[config.mk]
export PLATFORM = sky130hd
export DESIGN_NAME = serial_tx_keyed
export DESIGN_NICKNAME = d
export VERILOG_FILES = /design/src/rtl/serial_tx_keyed_pkg.sv /design/src/rtl/serial_tx_baud.sv /design/src/rtl/serial_tx_shreg.sv /design/src/rtl/serial_tx_keyed.sv
export SDC_FILE = /design/constraint.sdc
export NUM_CORES = 1
export LEC_CHECK = 0
export BUFFER_PORTS_ARGS = -buffer_cell sky130_fd_sc_hd__buf_2
export CAP_MARGIN = 20
export CORE_MARGIN = 3
export CORE_UTILIZATION = 55
export DETAILED_ROUTE_END_ITERATION = 10
export GPL_TIMING_DRIVEN = 1
export HOLD_SLACK_MARGIN = 0.05
export MAX_ROUTING_LAYER = met4
export PLACE_DENSITY = 0.77
export SETUP_SLACK_MARGIN = 0.4
export SYNTH_ARGS = -nofsm -noshare
export SYNTH_HDL_FRONTEND = slang
export SYNTH_SLANG_ARGS = --single-unit
[constraint.sdc]
create_clock -name clk -period 8.4 [get_ports clk]
set_clock_uncertainty 0.1 [all_clocks]
set_input_delay 2.1 -clock clk [delete_from_list [all_inputs] [get_ports clk]]
set_output_delay 2.1 -clock clk [all_outputs]
set_load 0.01 [all_outputs]
[src/rtl/serial_tx_keyed_pkg.sv]
package serial_tx_keyed_pkg;
    typedef enum logic [1:0] {
        ST_IDLE  = 2'd0,
        ST_LEAD  = 2'd1,
        ST_SHIFT = 2'd2,
        ST_TRAIL = 2'd3
    } tx_state_e;
endpackage

[src/rtl/serial_tx_baud.sv]
module serial_tx_baud #(
    parameter int DIV_W = 16
) (
    input  logic             clk,
    input  logic             rst_n,
    input  logic [DIV_W-1:0] divisor,
    input  logic             run,
    input  logic             restart,
    output logic             tick
);
    logic [DIV_W-1:0] cnt_q;
    logic [DIV_W-1:0] limit;

    // A divisor of zero behaves as one
    assign limit = (divisor == '0) ? '0 : divisor - 1'b1;
    assign tick  = run && (cnt_q >= limit);

    always_ff @(posedge clk or negedge rst_n) begin
        if (!rst_n) begin
            cnt_q <= '0;
        end else if (!run || restart || tick) begin
            cnt_q <= '0;
        end else begin
            cnt_q <= cnt_q + 1'b1;
        end
    end

    assert_cnt_bound_R10: assert property (@(posedge clk) disable iff (!rst_n)
        (run && !restart && !tick) |=> (cnt_q != '0));
endmodule

[src/rtl/serial_tx_shreg.sv]
module serial_tx_shreg #(
    parameter int DATA_W = 8
) (
    input  logic              clk,
    input  logic              rst_n,
    input  logic              load,
    input  logic              shift,
    input  logic [DATA_W-1:0] din,
    output logic              bit_out,
    output logic              last_bit
);
    localparam int FRAME_W = DATA_W + 2;
    localparam int CNT_W   = $clog2(FRAME_W);

    logic [FRAME_W-1:0] sh_q;
    logic [CNT_W-1:0]   pos_q;

    assign bit_out  = sh_q[0];
    assign last_bit = (pos_q == CNT_W'(FRAME_W - 1));

    always_ff @(posedge clk or negedge rst_n) begin
        if (!rst_n) begin
            sh_q  <= '1;
            pos_q <= '0;
        end else if (load) begin
            sh_q  <= {1'b1, din, 1'b0};
            pos_q <= '0;
        end else if (shift) begin
            sh_q  <= {1'b1, sh_q[FRAME_W-1:1]};
            pos_q <= pos_q + 1'b1;
        end
    end

    // A freshly loaded frame presents its start bit first
    assert_start_first_R2: assert property (@(posedge clk) disable iff (!rst_n)
        load |=> (bit_out == 1'b0));
endmodule

[src/rtl/serial_tx_keyed.sv]
module serial_tx_keyed
    import serial_tx_keyed_pkg::*;
#(
    parameter int DATA_W = 8,
    parameter int DIV_W  = 16
) (
    input  logic              clk,
    input  logic              rst_n,
    input  logic [DIV_W-1:0]  baud_div,
    input  logic [DATA_W-1:0] in_data,
    input  logic              in_valid,
    output logic              in_ready,
    input  logic              cts_n,
    output logic              rts_n,
    output logic              txd,
    output logic              tx_active
);
    tx_state_e state_q, state_d;
    logic      tick, last_bit, bit_out;
    logic      window, accept, shift;

    always_comb begin
        window = (state_q == ST_IDLE) || (state_q == ST_TRAIL) ||
                 ((state_q == ST_SHIFT) && tick && last_bit);
    end
    assign in_ready = window && !cts_n;
    assign accept   = in_valid && in_ready;
    assign shift    = (state_q == ST_SHIFT) && tick;

    serial_tx_baud #(.DIV_W(DIV_W)) u_baud (
        .clk     (clk),
        .rst_n   (rst_n),
        .divisor (baud_div),
        .run     (state_q != ST_IDLE),
        .restart (accept),
        .tick    (tick)
    );

    serial_tx_shreg #(.DATA_W(DATA_W)) u_shreg (
        .clk      (clk),
        .rst_n    (rst_n),
        .load     (accept),
        .shift    (shift),
        .din      (in_data),
        .bit_out  (bit_out),
        .last_bit (last_bit)
    );

    always_comb begin
        state_d = state_q;
        unique case (state_q)
            ST_IDLE:  if (accept) state_d = ST_LEAD;
            ST_LEAD:  if (tick) state_d = ST_SHIFT;
            ST_SHIFT: if (tick && last_bit) state_d = accept ? ST_SHIFT : ST_TRAIL;
            ST_TRAIL: begin
                if (accept) state_d = ST_SHIFT;
                else if (tick) state_d = ST_IDLE;
            end
            default:  state_d = ST_IDLE;
        endcase
    end

    always_ff @(posedge clk or negedge rst_n) begin
        if (!rst_n) state_q <= ST_IDLE;
        else        state_q <= state_d;
    end

    always_comb begin
        txd       = 1'b1;
        tx_active = 1'b1;
        rts_n     = 1'b1;
        unique case (state_q)
            ST_IDLE:  begin tx_active = 1'b0; rts_n = 1'b0; end
            ST_LEAD:  ;
            ST_SHIFT: txd = bit_out;
            ST_TRAIL: rts_n = 1'b0;
            default:  tx_active = 1'b0;
        endcase
    end

    assert_idle_line_R1: assert property (@(posedge clk) disable iff (!rst_n)
        !tx_active |-> txd);
    assert_stop_high_R2: assert property (@(posedge clk) disable iff (!rst_n)
        (state_q == ST_SHIFT && last_bit) |-> txd);
    assert_lead_to_start_R3: assert property (@(posedge clk) disable iff (!rst_n)
        (state_q == ST_SHIFT && $past(state_q) == ST_LEAD) |-> !txd);
    assert_drop_from_trail_R4: assert property (@(posedge clk) disable iff (!rst_n)
        $fell(tx_active) |-> $past(state_q) == ST_TRAIL);
    assert_cts_hold_R6: assert property (@(posedge clk) disable iff (!rst_n)
        (state_q == ST_IDLE && cts_n) |=> state_q == ST_IDLE);
    assert_rts_busy_R8: assert property (@(posedge clk) disable iff (!rst_n)
        (state_q == ST_SHIFT) |-> rts_n);
endmodule

# == After elaboration in Yosys (flattened, before gate mapping) ==
# Cells that the tools add are included.
# word_totals
ff_bits,32
latch_bits,0
ram_bits,0
romBits,0
input_bits,28
output_inout_bits,4
wordCells,50
memories,0
# op_classes
n_addsub,3
n_mul,0
div,0
n_lt_le_gt_ge,1
eq_ne,8
n_shift,0
muxes,16
n_bitwise,0
n_reduce_logical,18
# ops
op,n
2-to-1 mux 16 bit,2
2-to-1 mux 10 bit,2
"adder 16 x 1 -> 16 bit, second input constant",1
>= comparator 16 bit,1
zero test 16 bit,1
"subtractor 16 x 1 -> 16 bit, second input constant",1
2-to-1 mux 2 bit,5
2-to-1 mux 4 bit,2
one-hot mux 2 bit (4 select lines),1
logical AND 1 bit,6
"adder 4 x 1 -> 4 bit, second input constant",1
"equality test 2 bit, second input constant",2
"equality test 4 bit, second input constant",1
logical OR 1 bit,4
2-to-1 mux 1 bit,4
"!= test 2 bit, second input constant",2
AND reduction 4 bit,1
nonzero test 2 bit,2
"!= test 3 bit, second input constant",1
"equality test 2 x 1 -> 1 bit, second input constant",1
zero test 1 bit,2
zero test 2 bit,1
"!= test 2 x 1 -> 1 bit, second input constant",1
OR reduction 2 bit,1

# == Depth between registers and ports, before layout ==
# depth
ltp_word,12
depth_mapped,16
depth_no_buf,13

# == Hierarchy ==
# A second synthesis with hierarchy kept.
# hier_totals
cells_unflattened,267
hier_area_um2,2349.8
# modules_own_cells
mod,n_inst,cells_per_inst,area_per_inst_um2,seq_area_each_um2
serial_tx_baud,1,176,1440.1,400.4
serial_tx_shreg,1,60,658.1,336.6
serial_tx_keyed,1,31,251.5,50.0

# == Worst setup path after synthesis ==
# Ideal clock, no wire load.
# synth_path
kind,input-to-output
from,input port baud_div[9]
to,output port in_ready
arrival_time_ps,5372
required_time_ps,6200
slack_ps,828
stages,13
path_buffers,1
cell_sequence,or4_4 > or3_4 > or4_4 > nor2_1 > mux2i_1 > ha_1 > nand4_1 > nor4_1 > a22oi_1 > a21oi_2 > buf_2 > nand2_1 > a21oi_1
# synth_between
elab_chain_len,8
elab_cells_between_ends,9
classes_between,add/sub (1); order compare (1); mux (1); reduce/logical (6)
# synth_lines
element,line,source
"start, declared",serial_tx_keyed.sv:9,"input logic [DIV_W-1:0] baud_div,"
subtractor 16 x 1 -> 16 bit / zero test 16 bit (equally long branches),serial_tx_baud.sv:15,assign limit = (divisor == '0) ? '0 : divisor - 1'b1;
2-to-1 mux 16 bit (*),serial_tx_baud.sv:15,
>= comparator 16 bit (*),serial_tx_baud.sv:16,assign tick = run && (cnt_q >= limit);
logical AND 1 bit (*),serial_tx_baud.sv:16,
logical AND 1 bit (*) (2 in series),serial_tx_keyed.sv:24,((state_q == ST_SHIFT) && tick && last_bit);
logical OR 1 bit (*),serial_tx_keyed.sv:23,window = (state_q == ST_IDLE) || (state_q == ST_TRAIL) ||
logical AND 1 bit (*),serial_tx_keyed.sv:26,assign in_ready = window && !cts_n;
"end, declared",serial_tx_keyed.sv:12,"output logic in_ready,"
# Every way passes the cells marked *; elsewhere a longest branch is shown, timed or not.

# == Worst setup path in the final report ==
# Ends and elaborated chain as after synthesis.

==> results.txt <==
* Fraction of the mapped netlist area in adder cells: 13.60%
* Antenna diodes: 0
* Power density cells: 219.0 nW/um^2
- Counting the buffers created by CTS gives 5.
* Worst slack, placed: just over 0.9 ns
- The number of endpoints with negative hold slack in the final report came to 0.
* Initial Util: between 50 and 60%
- Boundary Pins: 32
- In this run switching power makes up 33.91% of total power.
- During placement, the flow inserted port buffers numbering 31.
- Transition time at the pin with the least slew margin: between 0.7 and 0.8 ns
- Post-synthesis share of cell area spent on and, or, nand and nor gates: 22.31%
- Summing the areas of all compound-gate instances in the mapped netlist gives ~8% of the synthesized area.
- The number of nets handed over by synthesis was 304.
- The number of pins exceeding their max-slew limit in the final report came to 0.
- Share of synthesized flip-flops with an asynchronous set or reset: between 90% and 100%
- Portion of total power attributed to the clock network: between 20 and 30%
* Y dimension of the die: a little over 70 um
- Delay-heaviest family, CP: simple AND/OR/NAND/NOR gates
* Combinational family with the most area after synthesis: simple AND/OR/NAND/NOR gates
- Routed len/inst: ~13 um
* Distinct cell type count of the synthesized netlist: between 40 and 50
- The worst hold path begins at u_shreg.sh_q[0]$_DFFE_PN1P_.
* Clock latency reported for the late side of the worst-skew pair: roughly 0.28 ns
- Capture point of the worst reg-to-reg path: u_shreg.sh_q[6]$_DFFE_PN1P_
- In this run the worst hold path is classified as flop to flop.
* Most repeated cell in the gate-level netlist after synthesis: nor2_1
- Classification of the worst setup path: primary input to primary output
- TritonCTS built the clock tree.
- The via count of the first global-routing pass was ~1,700.
* Hpwl dp: 3403 um
- Cells fill 67.76% of the core in the end.
- RSZ-0062 raised after global routing: no
- Post-CTS setup repair buffer count: 0
- Wires add up to roughly 4400 um.
- Worst hold path stage count: 2
* Antenna violations before repair: 0
- Top cells by area in the synthesized netlist: dfrtp_1, ha_1, dfstp_2, xor2_1, mux2_2
- CP max-delay cell: or4_4
- The region available for standard cell placement spans 3854 um^2.
* DR iter-0 viols: 70
- Logic pwr share: 35.4%
- Final min period: 7.539 ns
- For this design, the CTS-stage hold fixing added 0 buffers.
- Sink count of the clock tree: 31
- For this run, the top clock speed supported by timing is roughly 130 MHz.
- The post-route netlist has 25.44% of its cells at a drive strength greater than 1.
- For this run, the register share of the synthesized area comes to between 30% and 40%.
- Warnings from Yosys: 0
- Number of buffers and inverters on the critical path: 2
- R2R setup slack: around 5.5 ns
* Required time of the critical path: 6.20 ns
- Worst-case reg-to-reg path depth: 9
- Compared with the post-synthesis result, the final layout area differs by 13.55%.
- Global-route wire length before repair: ~7700 um
- VDD sags by at most around 150 uV.
* Number of max-cap violations: 0
- For this run, the detailed router's first-pass iteration total came to 5.
- In this design, the stage delay of the slowest critical-path cell is about 0.53 ns.
- In this run, synthesis inferred 0 flip-flops with an integrated enable.
- After floorplanning, the core was divided into 22 placement rows.
- Die ar.: 4993 um^2
* Internal Pwr Total: ~380 uW
- Across every metal layer, demand over resource in global routing totals ~19%.
- In the synthesized netlist, the cells that appear most often are nor2_1, nand2_1, ha_1.
* Share of the synthesized area in the top cell type: a little under a quarter
* Relative slew slack: 52.30%
* Post-synth top area cell: dfrtp_1
- Startpoint class of the critical path: primary input
- H-Tree Level Count: 2
- Switching Power: slightly below 200 uW
- Final period util: 89.75%
* Endpoints failing setup: 0
* Kind of end point of the critical path: primary output
- Die span in x: ~70 um
- Synthesized area per cell: 9.162 um^2
- Signal arrival time at the worst endpoint: ~5.3 ns
- After synthesis the cells add up to about 2300 um^2.
- List of cells traversed by the critical path: buf_2 > or4_4 > or3_4 > or4_4 > nand2b_4 > and2_2 > ha_1 > nor3b_1 > o21ai_0 > a22oi_1 > a21oi_2 > nand2_1 > a21oi_1 > buf_2
- After detailed routing, the number of remaining DRC violations is 0.
- Residual overflow from global routing: 0
* Largest net degree at the start of global routing: 32
* Multiplexer area fraction after synthesis: roughly 8%
- Synthesis produced ~250 cells.
* Clk Tree Root Cell: clkbuf_8
- Post-CTS repair changed the size of 0 cells.
* Xor-xnor portion of the synthesized cell area: a little over a tenth
- Across all setup checks in the final design, the least slack found is 0.8609 ns.
* Terminating pin of the worst hold path: u_shreg.sh_q[0]$_DFFE_PN1P_
- Final estimated routing congestion in global placement: approximately 0.8
* Sequential group share of total power: 38.9%
* Total number of nets in the final design: approximately 340
* Via density: 5.415
- Synthesized flop and latch total: 31
- Critical-path maximum fanout: 14
- Result of the run: completed
- In the final timing run, aggregate negative setup slack is 0 ns.
- In this run the static leakage power is between 0.001 and 0.0015 uW.
* Most frequently used flop master after synthesis: dfrtp_1
* Worst reg2reg path startpoint: u_baud.cnt_q[0]$_DFF_PN0_
* Worst-path clk slew: 0.07 ns
* CTS Buffer Depth: 2
- Routed Antenna Nets: 0
- Via count of the routed design: 1,814
power by group through the flow:
stage | Sequential [uW] | Clock (uW) | Combinational (uW)
floorplan | 215 | 0 | 155
global placement | 223 | 0 | 196
detailed placement | 225 | 0 | 204
CTS | 223 | 150 | 205
global route | 229 | 157 | 233
finish | 222 | 147 | 202
worst reg2reg max path: stages, from the launching register on:
cell and delay, ns:
dfrtp_1 0.45, inv_1 0.08, ha_1 0.30, nor3b_1 0.19
o21ai_0 0.12, a22oi_1 0.37, a21oi_2 0.12, buf_4 0.22
a31oi_2 0.45, mux2_2 0.40
layout by cell type, fill, tap and decap left out, types with 2 or more instances in the layout:
| cell type | n |
|---|---|
| nor2_1 | 34 |
| buf_2 | 31 |
| nand2_1 | 28 |
| ha_1 | 25 |
| dfrtp_1 | 22 |
| xor2_1 | 21 |
| a21oi_1 | 15 |
| mux2_2 | 14 |
| inv_1 | 11 |
| dfstp_2 | 9 |
| nand3_1 | 8 |
| nor3_1 | 7 |
| xnor2_1 | 7 |
| o21ai_0 | 7 |
| clkbuf_8 | 5 |
| and3_1 | 4 |
| nor4_1 | 3 |
| mux2i_1 | 3 |
| nand4_1 | 3 |
| or4_4 | 2 |
| nand3b_1 | 2 |
| nand2b_1 | 2 |
| nor2b_1 | 2 |
| a211oi_1 | 2 |
routing by layer:
metal | track usage, % | vias up | part of all wire [%]
li1 | - | 937 | -
met1 | 26.03 | 848 | 46
met2 | 29.63 | 25 | 49
met3 | 4.972 | 4 | 3.5
met4 | 5.010 | 0 | 0.92
met5 | - | - | 0
through the flow:
stage	area, um^2	std cells	hold WS (ns)	power, uW
after detailed placement	2499	327	0.4279	428.2
after CTS	2611	335	0.4471	578.0
after global placement	2499	327	0.4141	418.9
after global routing	2611	335	0.4658	619.2
final	2611	335	0.4468	571.8
after floorplan	2300	251	0.3851	370.3
kinds of logic (layout without fill, tap and decap cells):
logic type,count (synthesis),count (layout)
simple gates,104,104
compound gates,31,31
flops,31,31
xor+xnor,28,28
fa+ha+maj,25,25
mux,17,17
buf+inv,15,51
sequential cells by signal (all words and copies together), names as in the netlist:
register,cells
u_baud.cnt_q,16
state_q,2
u_shreg.pos_q,4
u_shreg.sh_q,9
worst max-delay path by stage:
stage                 from  endpoint  depth (start not counted)
6_report       baud_div[9]  in_ready                         14
5_1_grt        baud_div[3]  in_ready                         13
4_1_cts        baud_div[9]  in_ready                         14
3_5_place_dp   baud_div[9]  in_ready                         14
3_3_place_gp   baud_div[9]  in_ready                         14
2_1_floorplan  baud_div[9]  in_ready                         13
area by class of cell:
| cell class | instances | area (um^2) |
|---|---|---|
| fill | 337 | 1242 |
| clock inverter | 3 | 43.79 |
| timing repair buffer | 32 | 162.7 |
| multi-input combinational | 205 | 1448 |
| tap | 48 | 60.06 |
| sequential | 31 | 787.0 |
| clock buffer | 5 | 68.82 |
| inverter | 11 | 41.29 |
Power figures use the tool's default switching activity.
